$ cat src/rtl/frame_tx_pkg.sv
package frame_tx_pkg;
  typedef enum logic [1:0] {ST_IDLE, ST_DELAY, ST_SHIFT} tx_state_e;

  function automatic int unsigned elem_len(input logic [1:0] sel, input int unsigned dw);
    case (sel)
      2'd0:    return dw / 4;
      2'd1:    return dw / 2;
      default: return dw;
    endcase
  endfunction

  function automatic logic [1:0] eff_dly(input logic [1:0] d);
    return (d == 2'd3) ? 2'd2 : d;
  endfunction
endpackage

$ cat src/rtl/frame_tx_hold.sv
module frame_tx_hold #(
  parameter int unsigned DATA_W = 32
) (
  input  logic              clk_i,
  input  logic              rst_ni,
  input  logic              wr_valid_i,
  input  logic [DATA_W-1:0] wr_data_i,
  input  logic              release_i,
  output logic              full_o,
  output logic [DATA_W-1:0] data_o
);
  logic              full_q;
  logic [DATA_W-1:0] data_q;

  always_ff @(posedge clk_i or negedge rst_ni) begin
    if (!rst_ni) begin
      full_q <= 1'b0;
      data_q <= '0;
    end else if (release_i) begin
      full_q <= 1'b0;
    end else if (wr_valid_i && !full_q) begin
      full_q <= 1'b1;
      data_q <= wr_data_i;
    end
  end

  assign full_o = full_q;
  assign data_o = data_q;
endmodule

$ cat src/rtl/frame_tx_timing.sv
module frame_tx_timing
  import frame_tx_pkg::*;
#(
  parameter int unsigned DATA_W = 32,
  localparam int unsigned CNT_W = $clog2(DATA_W),
  localparam int unsigned LEN_W = CNT_W + 1
) (
  input  logic             clk_i,
  input  logic             rst_ni,
  input  logic             fs_i,
  input  logic             fig_i,
  input  logic [1:0]       dly_i,
  input  logic [LEN_W-1:0] len_i,
  input  logic             hold_full_i,
  output logic             start_o,
  output logic             shift_o,
  output logic             clear_o,
  output logic             done_o,
  output logic             abort_o
);
  tx_state_e        st_q, st_d;
  logic [1:0]       dcnt_q, dcnt_d;
  logic [CNT_W-1:0] rem_q, rem_d;
  logic [CNT_W-1:0] dly_ext, len_m1;
  logic             unexp, launch, start, clear;

  assign dly_ext = {{(CNT_W-2){1'b0}}, dly_i};
  assign len_m1  = CNT_W'(len_i - LEN_W'(1));

  // early sync: still in delay, or end of element lies more than d edges away
  assign unexp   = fs_i && ((st_q == ST_DELAY) || (st_q == ST_SHIFT && rem_q > dly_ext));
  assign abort_o = unexp && !fig_i;

  always_comb begin
    st_d    = st_q;
    dcnt_d  = dcnt_q;
    rem_d   = rem_q;
    launch  = 1'b0;
    start   = 1'b0;
    shift_o = 1'b0;
    clear   = 1'b0;
    done_o  = 1'b0;
    case (st_q)
      ST_IDLE:  if (fs_i && hold_full_i) launch = 1'b1;
      ST_DELAY: begin
        if (abort_o)              launch = 1'b1;
        else if (dcnt_q == 2'd0)  start  = 1'b1;
        else                      dcnt_d = dcnt_q - 2'd1;
      end
      ST_SHIFT: begin
        if (abort_o) launch = 1'b1;
        else if (rem_q == '0) begin
          done_o = 1'b1;
          st_d   = ST_IDLE;
        end else begin
          shift_o = 1'b1;
          rem_d   = rem_q - CNT_W'(1);
        end
      end
      default: st_d = ST_IDLE;
    endcase
    if (launch) begin
      if (dly_i == 2'd0) start = 1'b1;
      else begin
        st_d   = ST_DELAY;
        dcnt_d = dly_i - 2'd1;
        clear  = 1'b1;
      end
    end
    if (start) begin
      st_d  = ST_SHIFT;
      rem_d = len_m1;
    end
  end

  assign start_o = start;
  assign clear_o = clear | done_o;

  always_ff @(posedge clk_i or negedge rst_ni) begin
    if (!rst_ni) begin
      st_q   <= ST_IDLE;
      dcnt_q <= '0;
      rem_q  <= '0;
    end else begin
      st_q   <= st_d;
      dcnt_q <= dcnt_d;
      rem_q  <= rem_d;
    end
  end
endmodule

$ cat src/rtl/frame_tx_shift.sv
module frame_tx_shift #(
  parameter int unsigned DATA_W = 32,
  localparam int unsigned LEN_W = $clog2(DATA_W) + 1
) (
  input  logic              clk_i,
  input  logic              rst_ni,
  input  logic [DATA_W-1:0] hold_i,
  input  logic [LEN_W-1:0]  len_i,
  input  logic              start_i,
  input  logic              shift_i,
  input  logic              clear_i,
  output logic              dout_o
);
  logic [DATA_W-1:0] sr_q, aligned;
  logic [LEN_W-1:0]  shamt;
  logic              dout_q;

  // left-justify the element so its MSB sits at the top of the register
  assign shamt   = LEN_W'(DATA_W) - len_i;
  assign aligned = hold_i << shamt;

  always_ff @(posedge clk_i or negedge rst_ni) begin
    if (!rst_ni) begin
      sr_q   <= '0;
      dout_q <= 1'b0;
    end else if (start_i) begin
      dout_q <= aligned[DATA_W-1];
      sr_q   <= aligned << 1;
    end else if (clear_i) begin
      dout_q <= 1'b0;
    end else if (shift_i) begin
      dout_q <= sr_q[DATA_W-1];
      sr_q   <= sr_q << 1;
    end
  end

  assign dout_o = dout_q;
endmodule

$ cat src/rtl/frame_tx_serr.sv
module frame_tx_serr (
  input  logic clk_i,
  input  logic rst_ni,
  input  logic set_i,
  input  logic clr_i,
  output logic flag_o
);
  logic flag_q;

  always_ff @(posedge clk_i or negedge rst_ni) begin
    if (!rst_ni)     flag_q <= 1'b0;
    else if (set_i)  flag_q <= 1'b1;
    else if (clr_i)  flag_q <= 1'b0;
  end

  assign flag_o = flag_q;
endmodule

$ cat src/rtl/frame_tx.sv
module frame_tx
  import frame_tx_pkg::*;
#(
  parameter int unsigned DATA_W = 32
) (
  input  logic              clk_i,
  input  logic              rst_ni,
  input  logic              fs_i,
  input  logic              cfg_fig_i,
  input  logic [1:0]        cfg_dly_i,
  input  logic [1:0]        cfg_len_i,
  input  logic              wr_valid_i,
  input  logic [DATA_W-1:0] wr_data_i,
  output logic              wr_ready_o,
  input  logic              serr_clr_i,
  output logic              serr_o,
  output logic              dout_o
);
  localparam int unsigned LEN_W = $clog2(DATA_W) + 1;

  logic              hold_full, start, shift, clear, done, abort;
  logic [DATA_W-1:0] hold_data;
  logic [LEN_W-1:0]  len_w;
  logic [1:0]        dly_w;

  assign len_w      = LEN_W'(elem_len(cfg_len_i, DATA_W));
  assign dly_w      = eff_dly(cfg_dly_i);
  assign wr_ready_o = !hold_full;

  frame_tx_hold #(.DATA_W(DATA_W)) u_hold (
    .clk_i, .rst_ni,
    .wr_valid_i, .wr_data_i,
    .release_i (done),
    .full_o    (hold_full),
    .data_o    (hold_data)
  );

  frame_tx_timing #(.DATA_W(DATA_W)) u_timing (
    .clk_i, .rst_ni, .fs_i,
    .fig_i       (cfg_fig_i),
    .dly_i       (dly_w),
    .len_i       (len_w),
    .hold_full_i (hold_full),
    .start_o     (start),
    .shift_o     (shift),
    .clear_o     (clear),
    .done_o      (done),
    .abort_o     (abort)
  );

  frame_tx_shift #(.DATA_W(DATA_W)) u_shift (
    .clk_i, .rst_ni,
    .hold_i  (hold_data),
    .len_i   (len_w),
    .start_i (start),
    .shift_i (shift),
    .clear_i (clear),
    .dout_o
  );

  frame_tx_serr u_serr (
    .clk_i, .rst_ni,
    .set_i  (abort),
    .clr_i  (serr_clr_i),
    .flag_o (serr_o)
  );
endmodule

$ cat config.mk
export PLATFORM = sky130hd
export DESIGN_NAME = frame_tx
export DESIGN_NICKNAME = d
export VERILOG_FILES = /design/src/rtl/frame_tx_pkg.sv /design/src/rtl/frame_tx_hold.sv /design/src/rtl/frame_tx_timing.sv /design/src/rtl/frame_tx_shift.sv /design/src/rtl/frame_tx_serr.sv /design/src/rtl/frame_tx.sv
export SDC_FILE = /design/constraint.sdc
export NUM_CORES = 1
export LEC_CHECK = 0
export BUFFER_PORTS_ARGS = -buffer_cell sky130_fd_sc_hd__buf_4
export CAP_MARGIN = 0
export CORE_MARGIN = 2
export CORE_UTILIZATION = 50
export DETAILED_ROUTE_END_ITERATION = 12
export PLACE_DENSITY_LB_ADDON = 0.25
export SLEW_MARGIN = 20
export SYNTH_ARGS = -nofsm -noshare
export SYNTH_HDL_FRONTEND = slang
export SYNTH_HIERARCHICAL = 1
export SYNTH_SLANG_ARGS = --single-unit
$ cat constraint.sdc
create_clock -name clk_i -period 3.4 [get_ports clk_i]
set_input_delay 0.34 -clock clk_i [delete_from_list [all_inputs] [get_ports clk_i]]
set_output_delay 0.34 -clock clk_i [all_outputs]
set_load 0.01 [all_outputs]
==> Word-level counts from Yosys, hierarchy flattened <==
Cells that the tools add are included.
{ "word_totals": {"regBits": 76, "in_bits": 42, "out_inout_bits": 3, "word_cells": 90} }
{ "classes": {"add_sub_neg": 5, "n_lt_le_gt_ge": 1, "n_eq_ne": 7, "n_shift": 1, "mux": 43, "bitwise": 2, "reduce_logical": 23} }
{ "op_table": {"columns": ["operator", "n"], "rows": [
  ["32-bit 2-to-1 mux", 3],
  ["32-bit by 6-bit << shifter with 32-bit output", 1],
  ["1-bit 2-to-1 mux", 22],
  ["2-bit 2-to-1 mux", 11],
  ["5-bit 2-to-1 mux", 4],
  ["6-bit case mux with 2 select lines", 1],
  ["5-bit by 1-bit subtractor with 5-bit output, second input constant", 2],
  ["2-bit logical NOT", 4],
  ["2-bit nonzero test", 4],
  ["2-bit != test, second input constant", 3],
  ["6-bit subtractor, first input constant", 1],
  ["5-bit by 2-bit > comparator with 1-bit output", 1],
  ["1-bit logical AND", 5],
  ["5-bit logical NOT", 1],
  ["2-bit by 1-bit == test with 1-bit output, second input constant", 2],
  ["2-bit == test, second input constant", 2],
  ["2-bit case mux with 2 select lines", 1],
  ["2-bit AND reduction", 2],
  ["2-bit OR reduction", 2],
  ["2-bit by 1-bit subtractor with 2-bit output, second input constant", 2],
  ["3-bit AND reduction", 1],
  ["3-bit nonzero test", 1],
  ["1-bit logical NOT", 2],
  ["1-bit case mux with 2 select lines", 1],
  ["other kinds (3)", 3]
]} }

==> Logic depth before layout (Yosys ltp) <==
Gate-level depths: netlist of the first run.
{ "depth": {"ltp_word": 13, "depth_mapped": 17} }

==> Hierarchy <==
The synthesis of the first run kept the hierarchy.
{ "modules_own_cells": {"columns": ["module", "n_inst", "cells_each", "area_per_inst_um2"], "rows": [
  ["frame_tx_shift", 1, 307, 3093.0],
  ["frame_tx_hold", 1, 71, 1246.2],
  ["frame_tx_timing", 1, 99, 833.3],
  ["frame_tx_serr", 1, 3, 36.3],
  ["frame_tx", 1, 7, 31.3]
]} }

==> Least setup slack after synthesis of the first run <==
Ideal clock, no wire load.
{ "synth_path": {"path_type": "register -> register", "from": "reg u_timing.st_q[0]", "to": "reg u_shift.sr_q[21]", "setup_ns": 0.082, "arrival_ns": 3.251, "path_slack_ns": 0.067, "stages_incl_launch_ff": 16, "path_buffers": 4, "period_less_slack_ns": 3.333, "path_cell_list": "dfrtp_1 > ha_1 > or3_1 > nor3_1 > o211ai_1 > and2_1 > buf_4 > inv_1 > clkbuf_1 > nand2b_1 > or4b_1 > buf_2 > a21oi_4 > buf_4 > a222oi_1 > a31oi_1"} }
{ "synth_between": {"elab_chain_cells": 11} }
{ "synth_rtl": {"columns": ["item", "line_no", "source"], "rows": [
  ["start, declared", "frame_tx_timing.sv:21", "tx_state_e st_q, st_d;"],
  ["start signal, assigned", "frame_tx_timing.sv:85", "st_q <= st_d;"],
  ["2-bit == test", "frame_tx_timing.sv:31, frame_tx_timing.sv:43", null],
  ["1-bit logical AND", "frame_tx_timing.sv:31", "assign unexp = fs_i && ((st_q == ST_DELAY) || (st_q == ST_SHIFT && rem_q > dly_ext));"],
  ["1-bit logical OR", "frame_tx_timing.sv:31", null],
  ["1-bit logical AND", "frame_tx_timing.sv:31", null],
  ["1-bit logical AND", "frame_tx_timing.sv:32", "assign abort_o = unexp && !fig_i;"],
  ["1-bit 2-to-1 mux", "frame_tx_timing.sv:46", "if (abort_o) launch = 1'b1;"],
  ["1-bit 2-to-1 mux", "frame_tx_timing.sv:43", "case (st_q)"],
  ["1-bit 2-to-1 mux", "frame_tx_timing.sv:63", "if (dly_i == 2'd0) start = 1'b1;"],
  ["1-bit 2-to-1 mux (*)", "frame_tx_timing.sv:62", "if (launch) begin"],
  ["via start", "frame_tx.sv:21", "logic hold_full, start, shift, clear, done, abort;"],
  ["2-bit != test (no line) / 2-bit nonzero test (equally long branches)", null, null],
  ["2-bit AND reduction (no line)", null, null],
  ["end signal, assigned", "frame_tx_shift.sv:28", "sr_q <= aligned << 1;"],
  ["end signal, assigned", "frame_tx_shift.sv:33", "sr_q <= sr_q << 1;"],
  ["end, declared", "frame_tx_shift.sv:14", "logic [DATA_W-1:0] sr_q, aligned;"]
]} }
The timed path passes the listed nets; every way through them passes the cells marked *.
A chain may end at the register's enable or synchronous reset.

==> Worst setup path after layout of the first run <==
{ "layout_path": {"from": "reg u_timing.st_q[0]", "to": "reg u_shift.sr_q[27]"} }
Same word-level chain as after synthesis.

==> summary.txt, run 1 <==
Worst setup path
  • Crit path depth: 12
  • Reg2Reg Depth: 12
  • FF-to-FF setup slack: approximately 0.22 ns
  • R2r endpoint: u_shift/sr_q[27]$_DFFE_PN0P_
  • CP endpoint kind: register
  • WS Path Type: reg2reg
  • Max Fanout on Critical Path: 17
  • Arr. time, crit path: approximately 3.5 ns
  • CP cell instances: ha_1 -> or3_1 -> nor3_2 -> o211ai_1 -> and2_1 -> inv_1 -> nand2b_1 -> or4b_1 -> a21oi_4 -> buf_12 -> a222oi_1 -> a31oi_1
  • Delay-heaviest family, CP: simple AND/OR/NAND/NOR gates
  • Max stage delay on crit path: 0.63 ns
  • CP Buf/Inv Count: 2
  • CP Data Required Time: about 3.7 ns
  • Crit path max-delay cell type: or4b_1
  • Worst setup path endpoint: u_shift/sr_q[27]$_DFFE_PN0P_
  • FF-to-FF Start: u_timing/st_q[0]$_DFF_PN0_
  • Setup crit start kind: register
  • Crit. Startpoint: u_timing/st_q[0]$_DFF_PN0_

Min path
  • Hold Path Class: in2async

STA
  • Final Setup Violations: 0
  • Unrepaired setup endpoints after global routing: false
  • Final Hold Fails: 0
  • Final Skew: between 0.009 and 0.01 ns
  • Part of the cycle the worst path needs: about 94%
  • Worst-Margin Slew: between 0.9 and 1 ns
  • Pins Over Slew Limit: 0
  • Highest Clock Rate: 0.314 GHz
  • Final TNS setup: 0 ns
  • Headroom to the max-slew limit: between 30% and 40%
  • Minimum clock period: around 3.2 ns
  • Hold WS: ~0.1 ns

Logic synthesis
  • Post-Synth XOR/XNOR Area: around 1.5%
  • Simple-gate portion of the synthesized area: between 10% and 20%
  • Syn Std Cell Area: ~5200 um^2
  • Leading area contributor after synthesis: dfrtp_1
  • Synth Instances: 487
  • FFs w/ async S/R, synth: between 90% and 100%
  • Top_reg_cell synth: dfrtp_1
  • Top cells by area, synth: dfrtp_1 (36%), mux2_2 (12%), mux4_2 (8.2%)
  • Main combinational cell family by area after synthesis: multiplexers
  • Yosys warns: 6
  • Post-synthesis mux area share: 28.2%
  • Post-synth EDFFs: 0
  • Avg Inst Size Synth: ~11 um^2
  • Area fraction in compound gates after synthesis: 15.2%
  • Post-synthesis sequential area ratio: 35.8%
  • Area share of fa/ha/maj cells after synthesis: 2.15%
  • Yosys cell types: 64
  • Yosys reg bits: 75
  • Synth top area share: ~36%

Job
  • Maxcap violations: 0

Outcome
  • Status: complete, no violations

Layout
  • Register Area: 1880 um^2
  • Antenna Cells: 0
  • # fillers: ~870
  • Multi-input gate area: roughly 3200 um^2
  • Synthesis-to-layout area growth: 14.8%
  • Final nets: 600
  • Commonest non-fill, non-tap cell in the layout: dfrtp_1
  • Layout cell share with drive strength beyond 1: between 20 and 30%
  • Most frequent cells in the layout: dfrtp_1 (75), buf_4 (57), mux2_2 (54)

Clock tree
  • Num CTS Buffers: 9
  • Clock-pin slew on the worst setup and hold paths: 0.09 ns
  • CTS tree: done
  • Post-CTS Hold Buffers: 0
  • Clock Sinks: 75
  • CTS H-tree lvls: 3
  • Root buf cell: clkbuf_8
  • Maximum clock path buffer count: 2
  • Clk_lat worst skew: between 0.3 and 0.4 ns

GRT
  • Vias in the first global route: approximately 4100
  • GRT Total Usage: around a quarter
  • Gr ovfl total: 0
  • Initial antenna violation count: 0
  • First-pass GRT wire length: 21200 um
  • Largest net degree at the start of global routing: 76

Detailed routing
  • Via density: roughly 6.0
  • DR WL/cell: about 18 um
  • First-pass DRT Iterations: 9
  • Final antenna-violating net count: 0
  • DR iter-0 viols: 441
  • Drt total wl: around 13000 um
  • Via count: roughly 4100
  • # DRC: 0

Placed design
  • Port bufs: 44
  • Gpl congestion: between 0.9 and 1
  • Dpl hpwl: around 9300 um

Die
  • I/O pins: 45
  • Chip height: 106 um
  • Die X-Extent: roughly 110 um
  • Core ar.: around 10000 um^2
  • Die Footprint: 11300 um^2
  • Initial core utilization: between 50% and 60%
  • Num rows: 37

Pwr
  • VDD IR max: roughly 0.32 mV
  • Pwr Density: ~830 nW/um^2
  • Leakage dissipation: between 2 and 3 nW
-- how the worst min path moves through the flow --
stage                                          from                            end  cells past startpoint
final                                        rst_ni  u_timing/rem_q[0]$_DFFE_PN0P_                      1
after global routing                  wr_data_i[31]  u_hold/data_o[31]$_DFFE_PN0P_                      2
after CTS                                    rst_ni   u_timing/dcnt_q[0]$_DFF_PN0_                      1
after detailed placement  u_serr/flag_o$_DFFE_PN0P_      u_serr/flag_o$_DFFE_PN0P_                      1
after global placement    u_serr/flag_o$_DFFE_PN0P_      u_serr/flag_o$_DFFE_PN0P_                      1
after floorplan                              rst_ni   u_hold/data_o[0]$_DFFE_PN0P_                      0
-- what timing repair did --
| item | 4_1_cts | 5_1_grt |
|---|---|---|
| setup endpoints to repair | 0 | 19 |
| setup buffers | 0 | 1 |
| resized for setup | 0 | 2 |
-- power by group --
group          internal [mW]  switching [mW]  total (mW)
sequential              1.33           0.345        1.68
clock                  0.359           0.365       0.724
combinational           1.27            1.31        2.58
-- sequential cells by signal (all words and copies together) (netlist names) --
register / flops
u_hold/data_o: 32
u_shift/sr_q: 31
u_timing/rem_q: 5
u_timing/dcnt_q: 2
u_timing/st_q: 2
u_hold/full_o: 1
u_serr/flag_o: 1
u_shift/dout_o: 1
-- layout make-up --
cell class              count  area share, %
clock buffers              10           2.29
repair buffers             59           7.78
multi-input cells         380           53.3
well taps                 136           2.83
flip-flops and latches     75           31.2
clock inverters             6           1.08
inverters                  24           1.50
-- per-stage QoR --
step / instances / cell area (um^2) / utilization (%) / worst slack (ns) / total power, mW
final: 690 / 6010 / 58.8 / 0.218 / 4.98
after global routing: 690 / 6010 / 58.8 / 0.000653 / 5.33
after CTS: 689 / 5980 / 58.4 / 0.0669 / 4.94
after detailed placement: 673 / 5780 / 56.5 / 0.0677 / 4.20
after global placement: 673 / 5780 / 56.5 / 0.199 / 4.11
after floorplan: 511 / 5330 / - / 0.0667 / 3.50
-- per-layer routing --
| layer | part of all wire [%] | GRT usage [%] |
|---|---|---|
| met1 | 44 | 33.2 |
| met2 | 48 | 37.8 |
| met3 | 5.7 | 4.54 |
| met4 | 2.3 | 8.65 |
| met5 | 0 | 0 |
-- synthesized netlist by cell type (all sizes together) (6+ instances only) --
cell type and count:
a222oi 11, mux2i 42, clkbuf 17, mux2 56, a31oi 15, inv 23, a221o 8, and3 9
nand2 16, mux4 19, dfrtp 75, nand2b 7, buf 15, o21ai 9, a21oi 17, ha 9
or3 7, nand3 8, nor2 38, nor3 10, o21a 6
-- logic make-up after synthesis --
group | Yosys count
adder cells (fa/ha/maj) | 9
XOR/XNOR | 8
multiplexers | 117
other | 1
buffers and inverters | 56
flip-flops | 75
AND/OR/NAND/NOR | 117
AO/OA/AOI/OAI | 104
(Power assumes the default switching activity.)
==> run 2: changes to the inputs <==
--- a/config.mk
+++ b/config.mk
@@ -14,5 +14,4 @@
 export SLEW_MARGIN = 20
 export SYNTH_ARGS = -nofsm -noshare
 export SYNTH_HDL_FRONTEND = slang
-export SYNTH_HIERARCHICAL = 1
 export SYNTH_SLANG_ARGS = --single-unit
==> summary.txt, run 2 <==
Logic synthesis
  • Top_reg_cell synth: dfrtp_1
  • Cell with the most instances after synthesis: dfrtp_1
  • Synth Instances: 364
  • Top cells by area, synth: dfrtp_1 (48%), mux2_2 (9.2%), a31oi_1 (4.6%)
  • Synth top area share: roughly half
  • Leading area contributor after synthesis: dfrtp_1
  • Yosys cell types: 47
  • Yosys warns: 0
  • Avg Inst Size Synth: ~11 um^2
  • Synth top cells by count: dfrtp_1 (75), o21ai_0 (34), mux2_2 (32), nand3_1 (32), a31oi_1 (29)
  • Syn Std Cell Area: between 3000 and 4000 um^2
  • Yosys reg bits: 75
  • FFs w/ async S/R, synth: between 90% and 100%
  • Post-synthesis sequential area ratio: 48.0%
  • Post-synth EDFFs: 0
  • Syn_nets: just over 400

Worst setup path
  • Crit path max-delay cell type: o31ai_2
  • Arr. time, crit path: roughly 3.0 ns
  • Delay-heaviest family, CP: compound AO/OA/AOI/OAI gates
  • CP dominant cell by count: ha_1
  • CP Data Required Time: 3.63 ns
  • CP cell instances: ha_1 -> nor2b_1 -> o31ai_2 -> a311o_1 -> and2_4 -> nand2_1 -> ha_1 -> a221oi_1 -> a31oi_1
  • Max stage delay on crit path: between 0.4 and 0.5 ns
  • WS Path Type: reg2reg
  • Max Fanout on Critical Path: 18
  • Setup crit start kind: register
  • CP endpoint kind: register
  • CP Buf/Inv Count: 0

STA
  • Worst-Margin Slew: 1.05 ns
  • Setup ws final: around 0.63 ns
  • Highest Clock Rate: between 0.3 and 0.4 GHz
  • Final Hold Fails: 0
  • Final Skew: about 0.013 ns
  • Headroom to the max-slew limit: between 20% and 30%
  • Pins Over Slew Limit: 0
  • Part of the cycle the worst path needs: 81.5%
  • Unrepaired setup endpoints after global routing: false
  • Final TNS setup: 0 ns
  • Final Setup Violations: 0
  • Minimum clock period: 2.77 ns

Detailed routing
  • DR iter-0 viols: between 300 and 400
  • Final antenna-violating net count: 0
  • First-pass DRT Iterations: 8
  • DR WL/cell: 19.2 um
  • Via count: 3166
  • # DRC: 0
  • Via density: between 6 and 7
  • Drt total wl: 9530 um

GRT
  • Largest net degree at the start of global routing: 76
  • First-pass GRT wire length: 15600 um
  • Vias in the first global route: about 3000
  • GRT Total Usage: 23.3%
  • Initial antenna violation count: 0
  • Gr ovfl total: 0

Pwr
  • Pwr Density: around 880 nW/um^2
  • Leakage dissipation: 1.99 nW
  • VDD IR max: around 0.45 mV

Clock tree
  • Post-CTS Hold Buffers: 0
  • Root buf cell: clkbuf_8
  • Resized cells post-CTS: 0
  • Maximum clock path buffer count: 2
  • Clock-pin slew on the worst setup and hold paths: approximately 0.090 ns
  • CTS H-tree lvls: 3
  • Post-CTS Setup Bufs: 0
  • Clk_lat worst skew: approximately 0.35 ns
  • CTS tree: done
  • Num CTS Buffers: 9
  • Clock Sinks: 75

Layout
  • Post-route insts no fill: roughly 500
  • Design Area, Final: ~4400 um^2
  • Number of flip-flops under the largest register name: 32
  • Most frequent cells in the layout: dfrtp_1 (75), buf_4 (51), o21ai_0 (34)
  • Final nets: 440
  • Antenna Cells: 0
  • Synthesis-to-layout area growth: 13.4%
  • Layout cell share with drive strength beyond 1: a little over a quarter
  • Core Util, Final: ~58%
  • Commonest non-fill, non-tap cell in the layout: dfrtp_1

Placed design
  • Gpl congestion: just over 0.8
  • DP Area: ~4200 um^2
  • Placed insts: approximately 480
  • Port bufs: 44
  • Pre-CTS setup slack: approximately 0.64 ns
  • Dpl hpwl: 5830 um

Die
  • Num rows: 32
  • Core ar.: approximately 7600 um^2
  • Die Footprint: around 8500 um^2
  • I/O pins: 45
  • Initial core utilization: 51.1%
  • Chip height: around 92 um
  • Die X-Extent: about 92 um

Job
  • Maxcap violations: 0

Outcome
  • Status: complete, no violations

Min path
  • Hold Path Class: in2async
-- run 2: cell count changes in the layout (fill, tap and decap cells not counted), moves of 19 or more --
| cell | before | now |
|---|---|---|
| mux2_2 | 54 | 32 |
| conb_1 | 25 | 0 |
| mux4_2 | 19 | 0 |
| nor2_1 | 38 | 11 |
| o21ai_0 | 9 | 34 |
| nand3_1 | 7 | 32 |
| mux2i_1 | 42 | 11 |
-- run 2: path summary, 6_finish.rpt --
| kind | from | end | slack, ns | depth (start not counted) |
|---|---|---|---|---|
| max | u_timing.rem_q[1]$_DFFE_PN0P_ | u_timing.rem_q[4]$_DFFE_PN0P_ | 0.63 | 9 |
| min | rst_ni | u_hold.data_o[27]$_DFFE_PN0P_ | 0.10 | 1 |
| max reg2reg | u_timing.rem_q[1]$_DFFE_PN0P_ | u_timing.rem_q[4]$_DFFE_PN0P_ | 0.63 | 9 |
| min reg2reg | u_serr.flag_o$_DFFE_PN0P_ | u_serr.flag_o$_DFFE_PN0P_ | 0.49 | 1 |
| max in group asynchronous | rst_ni | u_shift.sr_q[10]$_DFFE_PN0P_ | 2.62 | 1 |
| min in group clk_i | wr_valid_i | u_hold.full_o$_DFFE_PN0P_ | 0.20 | 2 |
-- run 2: power breakdown --
group | switching (mW) | total [mW] | leakage, nW | internal, mW
clock network | 0.362 | 0.727 | 0.0995 | 0.365
registers | 0.321 | 1.65 | 0.929 | 1.33
logic | 0.854 | 1.54 | 0.962 | 0.685
-- run 2: area by class of cell --
type | count | area, um^2
timing repair buffer | 51 | 383
clock inverter | 6 | 71.3
multi-input combinational | 245 | 1810
sequential | 75 | 1880
fill | 664 | 3210
inverter | 8 | 30.0
clock buffer | 10 | 138
tap | 102 | 128
-- run 2: through the flow --
step                      hold WS [ns]  power [mW]
after detailed placement         0.476        3.18
after global routing             0.184        4.19
final                            0.104        3.92
after CTS                        0.170        3.91
after global placement           0.465        3.12
after floorplan                 0.0444        2.78
-- run 2: cells by family after synthesis --
logic type	count (synthesis)	synth area share, %
DFF	75	48.0
xor gates and xnor gates	1	0.224
buffers and inverters	44	5.73
AOI/OAI and AO/OA	122	22.2
and+or+nand+nor	71	9.25
muxes	43	12.0
adders and majority gates	8	2.56
-- run 2: per-layer routing --
layer | track usage, % | vias to the layer above | share of wire (%)
met4 | 7.59 | 0 | 1.5
met2 | 34.7 | 131 | 47
met1 | 34.0 | 1588 | 45
met3 | 5.21 | 12 | 6.0
met5 | 0 | - | 0
li1 | - | 1435 | -
